[config.mk]
export PLATFORM = sky130hd
export DESIGN_NAME = sec_rtc
export DESIGN_NICKNAME = d
export VERILOG_FILES = /design/src/rtl/rtc_pkg.sv /design/src/rtl/rtc_prescaler.sv /design/src/rtl/rtc_counter.sv /design/src/rtl/rtc_alarm.sv /design/src/rtl/sec_rtc.sv
export SDC_FILE = /design/constraint.sdc
export NUM_CORES = 1
export LEC_CHECK = 0
export ABC_AREA = 1
export BUFFER_PORTS_ARGS = -buffer_cell sky130_fd_sc_hd__buf_2
export CAP_MARGIN = 10
export CORE_UTILIZATION = 32
export DETAILED_ROUTE_END_ITERATION = 8
export GPL_TIMING_DRIVEN = 0
export PLACE_DENSITY = 0.47
export RECOVER_POWER = 25
export SLEW_MARGIN = 20
export SYNTH_ARGS = -nofsm -noshare
export SYNTH_HDL_FRONTEND = slang
export SYNTH_HIERARCHICAL = 1
export SYNTH_SLANG_ARGS = --single-unit
[constraint.sdc]
create_clock -name clk -period 2.8 [get_ports clk]
set_input_delay 0.56 -clock clk [delete_from_list [all_inputs] [get_ports clk]]
set_output_delay 0.56 -clock clk [all_outputs]
set_load 0.02 [all_outputs]
[src/rtl/rtc_pkg.sv]
package rtc_pkg;
  localparam int ADDR_W = 5;
  localparam int DATA_W = 32;
  localparam logic [ADDR_W-1:0] OFS_COUNT = 5'h00;
  localparam logic [ADDR_W-1:0] OFS_ALARM = 5'h04;
  localparam logic [ADDR_W-1:0] OFS_STAGE = 5'h08;
  localparam logic [ADDR_W-1:0] OFS_CTRL  = 5'h0C;
  localparam logic [ADDR_W-1:0] OFS_GATED = 5'h10;
  localparam logic [ADDR_W-1:0] OFS_RAW   = 5'h14;
  localparam logic [ADDR_W-1:0] OFS_ACK   = 5'h18;

  typedef struct packed {
    logic wrap;
    logic en;
    logic mask;
    logic ie;
  } ctrl_t;
endpackage

[src/rtl/rtc_prescaler.sv]
module rtc_prescaler #(
  parameter int DIV = 32768
) (
  input  logic clk,
  input  logic rst,
  input  logic run,
  output logic tick
);
  localparam int W = (DIV > 1) ? $clog2(DIV) : 1;
  localparam logic [W-1:0] LAST = W'(DIV - 1);

  logic [W-1:0] phase;

  assign tick = run && (phase == LAST);

  always_ff @(posedge clk) begin
    if (rst) begin
      phase <= '0;
    end else if (run) begin
      if (phase == LAST) phase <= '0;
      else               phase <= phase + 1'b1;
    end
  end
endmodule

[src/rtl/rtc_counter.sv]
module rtc_counter #(
  parameter int CW = 32
) (
  input  logic          clk,
  input  logic          rst,
  input  logic          tick,
  input  logic          wrap_ok,
  input  logic          stage_we,
  input  logic [CW-1:0] stage_data,
  output logic [CW-1:0] count,
  output logic [CW-1:0] stage_q,
  output logic          upd
);
  logic pend;

  always_ff @(posedge clk) begin
    if (rst) begin
      count   <= '0;
      stage_q <= '0;
      pend    <= 1'b0;
      upd     <= 1'b0;
    end else begin
      upd <= tick;
      if (tick) begin
        if (pend)        count <= stage_q;
        else if (&count) begin
          if (wrap_ok)   count <= '0;
        end else         count <= count + 1'b1;
      end
      if (stage_we) begin
        stage_q <= stage_data;
        pend    <= 1'b1;
      end else if (tick) begin
        pend    <= 1'b0;
      end
    end
  end
endmodule

[src/rtl/rtc_alarm.sv]
module rtc_alarm #(
  parameter int CW = 32
) (
  input  logic          clk,
  input  logic          rst,
  input  logic          upd,
  input  logic [CW-1:0] count,
  input  logic [CW-1:0] alarm,
  input  logic          ack_rd,
  input  logic          ie,
  input  logic          mask,
  output logic          hit,
  output logic          raw,
  output logic          irq
);
  assign hit = upd && (count == alarm);

  always_ff @(posedge clk) begin
    if (rst) begin
      raw <= 1'b0;
      irq <= 1'b0;
    end else begin
      if (hit)         raw <= 1'b1;
      else if (ack_rd) raw <= 1'b0;
      irq <= raw & ie & ~mask;
    end
  end
endmodule

[src/rtl/sec_rtc.sv]
module sec_rtc #(
  parameter int PRESCALE = 32768
) (
  input  logic                        clk,
  input  logic                        rst,
  input  logic [rtc_pkg::ADDR_W-1:0]  bus_addr,
  input  logic                        bus_we,
  input  logic                        bus_re,
  input  logic [rtc_pkg::DATA_W-1:0]  bus_wdata,
  output logic [rtc_pkg::DATA_W-1:0]  bus_rdata,
  output logic                        irq
);
  import rtc_pkg::*;

  ctrl_t             ctrl_q;
  logic [DATA_W-1:0] alarm_q;
  logic [DATA_W-1:0] count;
  logic [DATA_W-1:0] load_q;
  logic              tick;
  logic              upd;
  logic              hit;
  logic              raw;
  logic              gated;
  logic              ack_rd;
  logic              stage_we;
  logic [DATA_W-1:0] rd_mux;

  assign stage_we = bus_we && (bus_addr == OFS_STAGE);
  assign ack_rd   = bus_re && (bus_addr == OFS_ACK);
  assign gated    = raw & ctrl_q.ie & ~ctrl_q.mask;

  rtc_prescaler #(.DIV(PRESCALE)) u_pre (
    .clk (clk), .rst (rst), .run (ctrl_q.en), .tick (tick)
  );

  rtc_counter #(.CW(DATA_W)) u_cnt (
    .clk (clk), .rst (rst), .tick (tick), .wrap_ok (ctrl_q.wrap),
    .stage_we (stage_we), .stage_data (bus_wdata),
    .count (count), .stage_q (load_q), .upd (upd)
  );

  rtc_alarm #(.CW(DATA_W)) u_alm (
    .clk (clk), .rst (rst), .upd (upd), .count (count), .alarm (alarm_q),
    .ack_rd (ack_rd), .ie (ctrl_q.ie), .mask (ctrl_q.mask),
    .hit (hit), .raw (raw), .irq (irq)
  );

  always_ff @(posedge clk) begin
    if (rst) begin
      ctrl_q  <= '0;
      alarm_q <= '0;
    end else if (bus_we) begin
      if (bus_addr == OFS_CTRL)  ctrl_q  <= ctrl_t'(bus_wdata[3:0]);
      if (bus_addr == OFS_ALARM) alarm_q <= bus_wdata;
    end
  end

  always_comb begin
    case (bus_addr)
      OFS_COUNT: rd_mux = count;
      OFS_ALARM: rd_mux = alarm_q;
      OFS_STAGE: rd_mux = load_q;
      OFS_CTRL:  rd_mux = {{(DATA_W-4){1'b0}}, ctrl_q};
      OFS_GATED: rd_mux = {{(DATA_W-1){1'b0}}, gated};
      OFS_RAW:   rd_mux = {{(DATA_W-1){1'b0}}, raw};
      default:   rd_mux = '0;
    endcase
  end

  always_ff @(posedge clk) begin
    if (rst)         bus_rdata <= '0;
    else if (bus_re) bus_rdata <= rd_mux;
    else             bus_rdata <= '0;
  end
endmodule

==> results.toml, run 1 <==
[global_route]
grt_pass1_vias = 7305
grt_first_pass_wirelength_um = 41780
antenna_found_initial = 0
grt_max_degree = 17
gr-usage-all-layers_pct = 20.96
grt_remaining_overflow = 0

[timing]
hold_ws_ns = 0.3526
worst_pin_slew_ns = 0.8107
tns_ns = 0
setup_viol = 0
slew_viol_final = 0
post-route-period-util_pct = 90.06
finalCriticalPeriod_ns = 2.522
hold_viol_final = 0
setup_ws_ns = 0.2783
slew_headroom_pct = 45.54
fmax_mhz = 396.6
worst_clock_skew_ns = 0.01972
rsz0062_at_grt = "false"

[layout]
nets = 1489
final_common_cell = "nand2_1"
final-seq-area_mm2 = 0.003023
layout_common_cells = "nand2_1 (432), nor2_1 (309), dfxtp_1 (151), inv_1 (142), nand3_1 (86)"
antenna_cells = 0
area_growth_syn_to_layout_pct = 16.46
multiInputGateArea_mm2 = 0.004323
nFillCells = 2793
drive_gt1_share_pct = 9.184

[critical_path]
crit_start = "u_pre/phase[0]$_SDFFE_PP0P_"
start_kind = "register"
cp_num_buf_inv = 2
path_max_fanout = 10
path_class = "register to register"
cp.required_ns = 3.13
reg2reg_slack_ns = 0.28
timing.rr.start = "u_pre/phase[0]$_SDFFE_PP0P_"
critical-path-slowest-cell = "clkbuf_1"
max_stage_delay_ns = 0.50
critical_path.top_delay_family = "simple AND/OR/NAND/NOR gates"
worst_ep_arrival_time_ns = 2.85
crit_path_end_kind = "register"
crit_chain = "ha_1, nand2_2, nor2_4, nand2_2, nor2_4, clkbuf_1, clkbuf_2, nand3_1, nor2_1, nor2_1"

[pwr]
p_per_area_mw_per_mm2 = 512.4
power_frac_seq_pct = 44.4
clock_power_share_pct = 52.0
leakage_nw = 4.365
switchingPower_mw = 1.159
combPwrFrac_pct = 3.6
ir_drop_mv = 0.3462
p_int_mw = 3.736
swShare_pct = 23.67

[clock_tree]
clkTransAtPathRegs_ns = 0.07
numCtsBuffers = 17
post_cts_buffers = 0
cts.htree.levels = 4
clk_latency_ns = 0.43
cts_buffer_depth = 2
cts_tree = "done"
ctsHoldBuffers = 0
cts.sinks = 151
clockRootBuffer = "clkbuf_16"

[die]
fp-row-count = 58
coreArea_mm2 = 0.02518
dieWidth_um = 162.1
io-pin-count = 74
start_util_pct = 32.57
die-area_mm2 = 0.02628
die_h_um = 162.1

[drt]
wl_um = 26760
num_vias = 8218
firstDrtPassIters = 5
viasPerCell = 4.594
wl_per_cell_um = 14.96
drtIter0Drc = 572
drc = 0
final_antenna_net_count = 0

[synthesis]
syn_avg_cell_area_um2 = 6.054
syn-instance-count = 1355
synth_area_mm2 = 0.008203
syn-num-nets = 1398
yosysWarnings = 6

[placement]
place_ws_ns = 0.08787
dpl.hpwl_um = 19510
numPortBuffers = 72
globalplace.congestion = 0.8952

[worst_hold_path]
worstHoldStart = "bus_wdata[7]"
hold_class = "primary input to register"

[flow_run]
drv_cap = 0

[outcome]
outcome = "finished, final reports clean"
-- worst paths after layout --
kind                                   endpoint  depth (start not counted)
hold / removal    u_cnt/stage_q[7]$_SDFFE_PP0P_                          3
setup / recovery   u_cnt/count[11]$_SDFFE_PP0P_                         10
hold reg to reg            u_alm/irq$_SDFF_PP0_                          1
setup reg to reg   u_cnt/count[11]$_SDFFE_PP0P_                         10
-- layout make-up --
cell class                 count  area share, %
buffer                        49          2.777
clock buffer                  18          4.597
clock inverter                14          2.017
inverter                     154          6.051
multi-input combinational   1001          45.25
sequential                   151          31.64
tap                          330          4.322
timing repair buffer          72          3.340
-- through the flow --
stage / instance area (µm²) / power, mW / utilization (%) / cells
5_1_grt: 9553 / 5.063 / 37.94 / 1789
2_1_floorplan: 8203 / 2.303 / - / 1355
3_3_place_gp: 8976 / 2.399 / 35.65 / 1757
3_5_place_dp: 8976 / 2.400 / 35.65 / 1757
6_report: 9553 / 4.895 / 37.94 / 1789
4_1_cts: 9608 / 4.950 / 38.15 / 1789
-- registers in the layout, indices dropped and copies added, names as in the netlist --
signal / flops
u_cnt/stage_q: 32
alarm_q: 32
u_alm/irq: 1
u_alm/raw: 1
u_cnt/count: 32
u_cnt/upd: 1
ctrl_q: 4
u_cnt/pend: 1
u_pre/phase: 15
bus_rdata: 32
-- metal layers --
layer,global-route usage [%],share of wire (%),vias to the layer above
met2,34.06,46,196
met3,3.601,4.5,14
met5,0,0,-
li1,-,-,4316
met4,4.117,0.90,0
met1,29.03,49,3692
-- power by group through the flow --
stage / Combinational [mW] / Sequential [mW] / Clock (mW)
finish: 0.176 / 2.17 / 2.55
detailed placement: 0.178 / 2.22 / 0
floorplan: 0.0856 / 2.22 / 0
global placement: 0.177 / 2.22 / 0
global route: 0.194 / 2.17 / 2.69
CTS: 0.179 / 2.17 / 2.60
-- worst min-delay path, cell delays in order --
cell	delay, ns
buf_2	0.09
nor2_1	0.04
nor2_1	0.08
-- what timing repair did --
action | CTS | global route
gates resized for setup | 0 | 3
endpoints found under the hold margin | 0 | 0
endpoints found under the setup margin | 0 | 20
No activity file was read; power rests on OpenSTA's default activity.
==> run 2: changes to the inputs <==
--- a/config.mk
+++ b/config.mk
@@ -7,12 +7,12 @@
 export LEC_CHECK = 0
 export ABC_AREA = 1
 export BUFFER_PORTS_ARGS = -buffer_cell sky130_fd_sc_hd__buf_2
-export CAP_MARGIN = 10
+export CAP_MARGIN = 20
 export CORE_UTILIZATION = 32
 export DETAILED_ROUTE_END_ITERATION = 8
 export GPL_TIMING_DRIVEN = 0
 export PLACE_DENSITY = 0.47
-export RECOVER_POWER = 25
+export RECOVER_POWER = 100
 export SLEW_MARGIN = 20
 export SYNTH_ARGS = -nofsm -noshare
 export SYNTH_HDL_FRONTEND = slang
==> results.toml, run 2 (same netlist as run 1, synthesis figures left out) <==
[layout]
antenna_cells = 0
multiInputGateArea_mm2 = 0.004302
final_common_cell = "nand2_1"
area_growth_syn_to_layout_pct = 16.11
layout_common_cells = "nand2_1 (433), nor2_1 (311), dfxtp_1 (151), inv_1 (143), nand3_1 (86)"
nFillCells = 2798
drive_gt1_share_pct = 8.636
nets = 1489
final-seq-area_mm2 = 0.003023

[timing]
hold_ws_ns = 0.3496
fmax_mhz = 390.7
setup_viol = 0
tns_ns = 0
worst_clock_skew_ns = 0.02723
finalCriticalPeriod_ns = 2.560
post-route-period-util_pct = 91.42
hold_viol_final = 0
slew_viol_final = 0
rsz0062_at_grt = "false"
setup_ws_ns = 0.2403
slew_headroom_pct = 38.61
worst_pin_slew_ns = 0.9209

[drt]
wl_per_cell_um = 14.97
wl_um = 26780
drtIter0Drc = 594
num_vias = 8241
firstDrtPassIters = 5
viasPerCell = 4.606
drc = 0
final_antenna_net_count = 0

[global_route]
gr-usage-all-layers_pct = 20.96
grt_pass1_vias = 7305
grt_remaining_overflow = 0
grt_first_pass_wirelength_um = 41780
grt_max_degree = 17
antenna_found_initial = 0

[worst_hold_path]
hold_class = "primary input to register"
worstHoldStart = "bus_wdata[7]"

[critical_path]
critical-path-slowest-cell = "clkbuf_1"
crit_path_end_kind = "register"
crit_chain = "ha_1, nand2_2, nor2_4, nand2_2, nor2_4, clkbuf_1, clkbuf_2, inv_1, nand2_1, a21oi_1"
max_stage_delay_ns = 0.52
crit_start = "u_pre/phase[0]$_SDFFE_PP0P_"
path_max_fanout = 10
worst_ep_arrival_time_ns = 2.84
cp.required_ns = 3.08
path_class = "register to register"
start_kind = "register"
timing.rr.start = "u_pre/phase[0]$_SDFFE_PP0P_"

[placement]
globalplace.congestion = 0.8952
place_ws_ns = 0.08787
dpl.hpwl_um = 19510
numPortBuffers = 72

[die]
die-area_mm2 = 0.02628
io-pin-count = 74
fp-row-count = 58
start_util_pct = 32.57
dieWidth_um = 162.1
coreArea_mm2 = 0.02518
die_h_um = 162.1

[clock_tree]
numCtsBuffers = 17
cts.htree.levels = 4
clkTransAtPathRegs_ns = 0.07
cts_tree = "done"
clockRootBuffer = "clkbuf_16"
cts.sinks = 151
clk_latency_ns = 0.44
ctsHoldBuffers = 0
cts_buffer_depth = 2

[pwr]
p_per_area_mw_per_mm2 = 513.7
ir_drop_mv = 0.3455
leakage_nw = 4.327

[flow_run]
drv_cap = 0

[outcome]
outcome = "finished, final reports clean"
-- run 2: cell count changes in the layout (fill, tap and decap cells not counted), moves of 2 or more --
cell | before | now
clkbuf_1 | 53 | 61
buf_1 | 4 | 0
buf_2 | 51 | 47
nor2_1 | 309 | 311
-- run 2: stage by stage --
stage | utilization, % | power (mW) | cell area, µm² | cells
after floorplan | - | 2.303 | 8203 | 1355
after global placement | 35.65 | 2.399 | 8976 | 1757
after detailed placement | 35.65 | 2.400 | 8976 | 1757
after CTS | 38.15 | 4.950 | 9608 | 1789
after global routing | 37.82 | 5.061 | 9524 | 1789
final | 37.82 | 4.893 | 9524 | 1789
-- run 2: worst paths after layout --
| path | end | cells past startpoint | slack (ns) |
|---|---|---|---|
| worst max-delay path | u_cnt/pend$_SDFFE_PP0P_ | 10 | 0.24 |
| worst min-delay path | u_cnt/stage_q[7]$_SDFFE_PP0P_ | 3 | 0.35 |
| worst max register to register | u_cnt/pend$_SDFFE_PP0P_ | 10 | 0.24 |
| worst min register to register | u_alm/irq$_SDFF_PP0_ | 1 | 0.45 |
-- run 2: where the power goes --
part	internal [mW]	switching (mW)	leakage [nW]	total (mW)
registers	2.16	0.0129	1.22	2.17
logic	0.0495	0.125	2.80	0.174
clock network	1.53	1.02	0.309	2.55
-- run 2: cell type report --
class | count | share of cell area, %
buffer | 49 | 2.719
clock buffer | 18 | 4.611
clock inverter | 14 | 2.023
inverter | 154 | 6.069
multi-input combinational | 1001 | 45.17
sequential | 151 | 31.74
tap | 330 | 4.335
timing repair buffer | 72 | 3.337
-- run 2: repair_timing --
item | in CTS | in global routing
setup endpoints to repair | 0 | 20
resized for setup | 0 | 3
buffers inserted | 0 | 0
-- run 2: critical path: cells and delay by family, from the launching register on --
family                   cells  cell delay (ns)
AO/OA/AOI/OAI                1             0.07
buffers and inverters        3             1.06
AND/OR/NAND/NOR              5             0.70
flip-flops                   1             0.39
adder cells (fa/ha/maj)      1             0.18
-- run 2: routing by layer --
layer  share of wire [%]  GRT usage, %  up-vias  wire length, µm
met1                  49         29.03     3709            13020
met3                 4.8         3.601        8             1290
met4                0.59         4.117        0              159
met2                  46         34.06      206            12310
li1                    -             -     4318                -
met5                   0             0        -                0
==> run 3: changes to the inputs <==
--- a/config.mk
+++ b/config.mk
@@ -6,12 +6,12 @@
 export NUM_CORES = 1
 export LEC_CHECK = 0
 export ABC_AREA = 1
-export BUFFER_PORTS_ARGS = -buffer_cell sky130_fd_sc_hd__buf_2
+export BUFFER_PORTS_ARGS = -buffer_cell sky130_fd_sc_hd__buf_4
 export CAP_MARGIN = 20
-export CORE_UTILIZATION = 32
+export CORE_UTILIZATION = 60
 export DETAILED_ROUTE_END_ITERATION = 8
 export GPL_TIMING_DRIVEN = 0
-export PLACE_DENSITY = 0.47
+export PLACE_DENSITY = 0.79
 export RECOVER_POWER = 100
 export SLEW_MARGIN = 20
 export SYNTH_ARGS = -nofsm -noshare
==> results.toml, run 3 (same netlist as run 1, synthesis figures left out) <==
[outcome]
outcome = "finished, final reports clean"

[clock_tree]
clockRootBuffer = "clkbuf_16"
numCtsBuffers = 17
cts_buffer_depth = 2
post_cts_resized = 0
cts_tree = "done"
post_cts_buffers = 0
ctsHoldBuffers = 0
cts.htree.levels = 4
cts.sinks = 151
clkTransAtPathRegs_ns = 0.06
clk_latency_ns = 0.44

[layout]
fin_cells = 1635
nFillCells = 1249
nets = 1489
drive_gt1_share_pct = 8.293
layout_common_cells = "nand2_1 (433), nor2_1 (311), dfxtp_1 (151), inv_1 (143), nand3_1 (87)"
stdcell_area_mm2 = 0.009400
antenna_cells = 0
area_growth_syn_to_layout_pct = 14.60
final_common_cell = "nand2_1"

[timing]
fmax_mhz = 380.4
slew_viol_final = 0
setup_viol = 0
worst_clock_skew_ns = 0.008145
tns_ns = 0
slew_headroom_pct = 40.99
rsz0062_at_grt = "false"
post-route-period-util_pct = 93.89
hold_viol_final = 0
worst_pin_slew_ns = 0.8852
finalCriticalPeriod_ns = 2.629

[die]
die_h_um = 118.9
die-area_mm2 = 0.01414
coreArea_mm2 = 0.01330
fp-row-count = 42
io-pin-count = 74
dieWidth_um = 118.9
start_util_pct = 61.70

[worst_hold_path]
min_path_cells = 3
worstHoldStart = "bus_wdata[20]"
hold_end = "alarm_q[20]$_SDFFE_PP0P_"
hold_class = "primary input to register"

[global_route]
grt_remaining_overflow = 0
gr-usage-all-layers_pct = 34.18
grt_max_degree = 17
antenna_found_initial = 1
grt_pass1_vias = 7731
grt_first_pass_wirelength_um = 37830

[critical_path]
rr_endpoint = "u_cnt/count[6]$_SDFFE_PP0P_"
reg2reg_slack_ns = 0.17
path_class = "register to register"
start_kind = "register"
worst_ep_arrival_time_ns = 2.96
timing.rr.start = "u_cnt/count[0]$_SDFFE_PP0P_"
crit_chain = "ha_1, nand2_1, nor2_4, nand2_4, nor2_8, nand3_1, nand2_2, buf_4, nand2_1, nand2_1, nor2_1"
cp.required_ns = 3.13
critical-path-slowest-cell = "dfxtp_1"
max_stage_delay_ns = 0.47
rr_worst_depth = 11
cp_common_cell = "nand2_1"
path_max_fanout = 10
crit_path_end_kind = "register"

[placement]
globalplace.congestion = 1.002
dpl.hpwl_um = 16450
dp_cells = 1603
placed_area_mm2 = 0.008964
numPortBuffers = 72

[drt]
viasPerCell = 5.261
wl_per_cell_um = 14.50
wl_um = 23710
drc = 0
num_vias = 8601
firstDrtPassIters = 5
drtIter0Drc = 872
final_antenna_net_count = 0

[pwr]
p_per_area_mw_per_mm2 = 512.8
total_power_mw = 4.820
ir_drop_mv = 0.3971
leakage_nw = 4.364

[flow_run]
drv_cap = 0
run 3: worst max-delay path by stage:
| stage | from | to |
|---|---|---|
| after detailed placement | u_pre/phase[0]$_SDFFE_PP0P_ | u_cnt/count[23]$_SDFFE_PP0P_ |
| after CTS | ctrl_q[2]$_SDFFE_PP0P_ | u_cnt/count[23]$_SDFFE_PP0P_ |
| final | u_cnt/count[0]$_SDFFE_PP0P_ | u_cnt/count[6]$_SDFFE_PP0P_ |
| after global routing | u_cnt/count[0]$_SDFFE_PP0P_ | u_cnt/count[26]$_SDFFE_PP0P_ |
| after floorplan | u_pre/phase[0]$_SDFFE_PP0P_ | u_cnt/count[22]$_SDFFE_PP0P_ |
| after global placement | bus_addr[1] | u_cnt/stage_q[21]$_SDFFE_PP0P_ |
run 3: power breakdown:
group / internal, mW / total, mW / switching [mW]
clock: 1.54 / 2.46 / 0.927
sequential: 2.16 / 2.17 / 0.0126
combinational: 0.0641 / 0.183 / 0.119
run 3: per-stage QoR:
step / setup WS (ns) / hold WS [ns] / utilization [%]
final: 0.1710 / 0.3554 / 70.70
after global routing: 0.008159 / 0.3600 / 70.70
after CTS: 0.1712 / 0.3523 / 72.17
after detailed placement: 0.2208 / 0.4480 / 67.42
after global placement: 0.1955 / 0.4412 / 67.42
after floorplan: 0.8242 / 0.4163 / -
run 3: critical path, delay by kind of cell (launching register included):
family                   cells  cell delay [ns]
adder cells (fa/ha/maj)      1             0.23
buffers and inverters        1             0.25
flip-flops                   1             0.47
AND/OR/NAND/NOR              9             1.57
run 3: per-layer routing:
layer | up-vias | track usage (%) | routed length (µm)
met4 | 2 | 16.46 | 797
met2 | 379 | 55.67 | 10820
met1 | 3841 | 43.09 | 10110
met3 | 69 | 7.088 | 1975
li1 | 4310 | - | -
met5 | - | 0 | 13
run 3: cell type report:
class / count / area, µm² / share of cell area (%)
Buffer: 49 / 245.2 / 2.609
Clock buffer: 20 / 456.7 / 4.858
Clock inverter: 12 / 175.2 / 1.863
Inverter: 154 / 578.1 / 6.149
Multi-Input combinational cell: 1001 / 4289 / 45.63
Sequential cell: 151 / 3023 / 32.16
Tap cell: 176 / 220.2 / 2.343
Timing Repair Buffer: 72 / 412.9 / 4.392
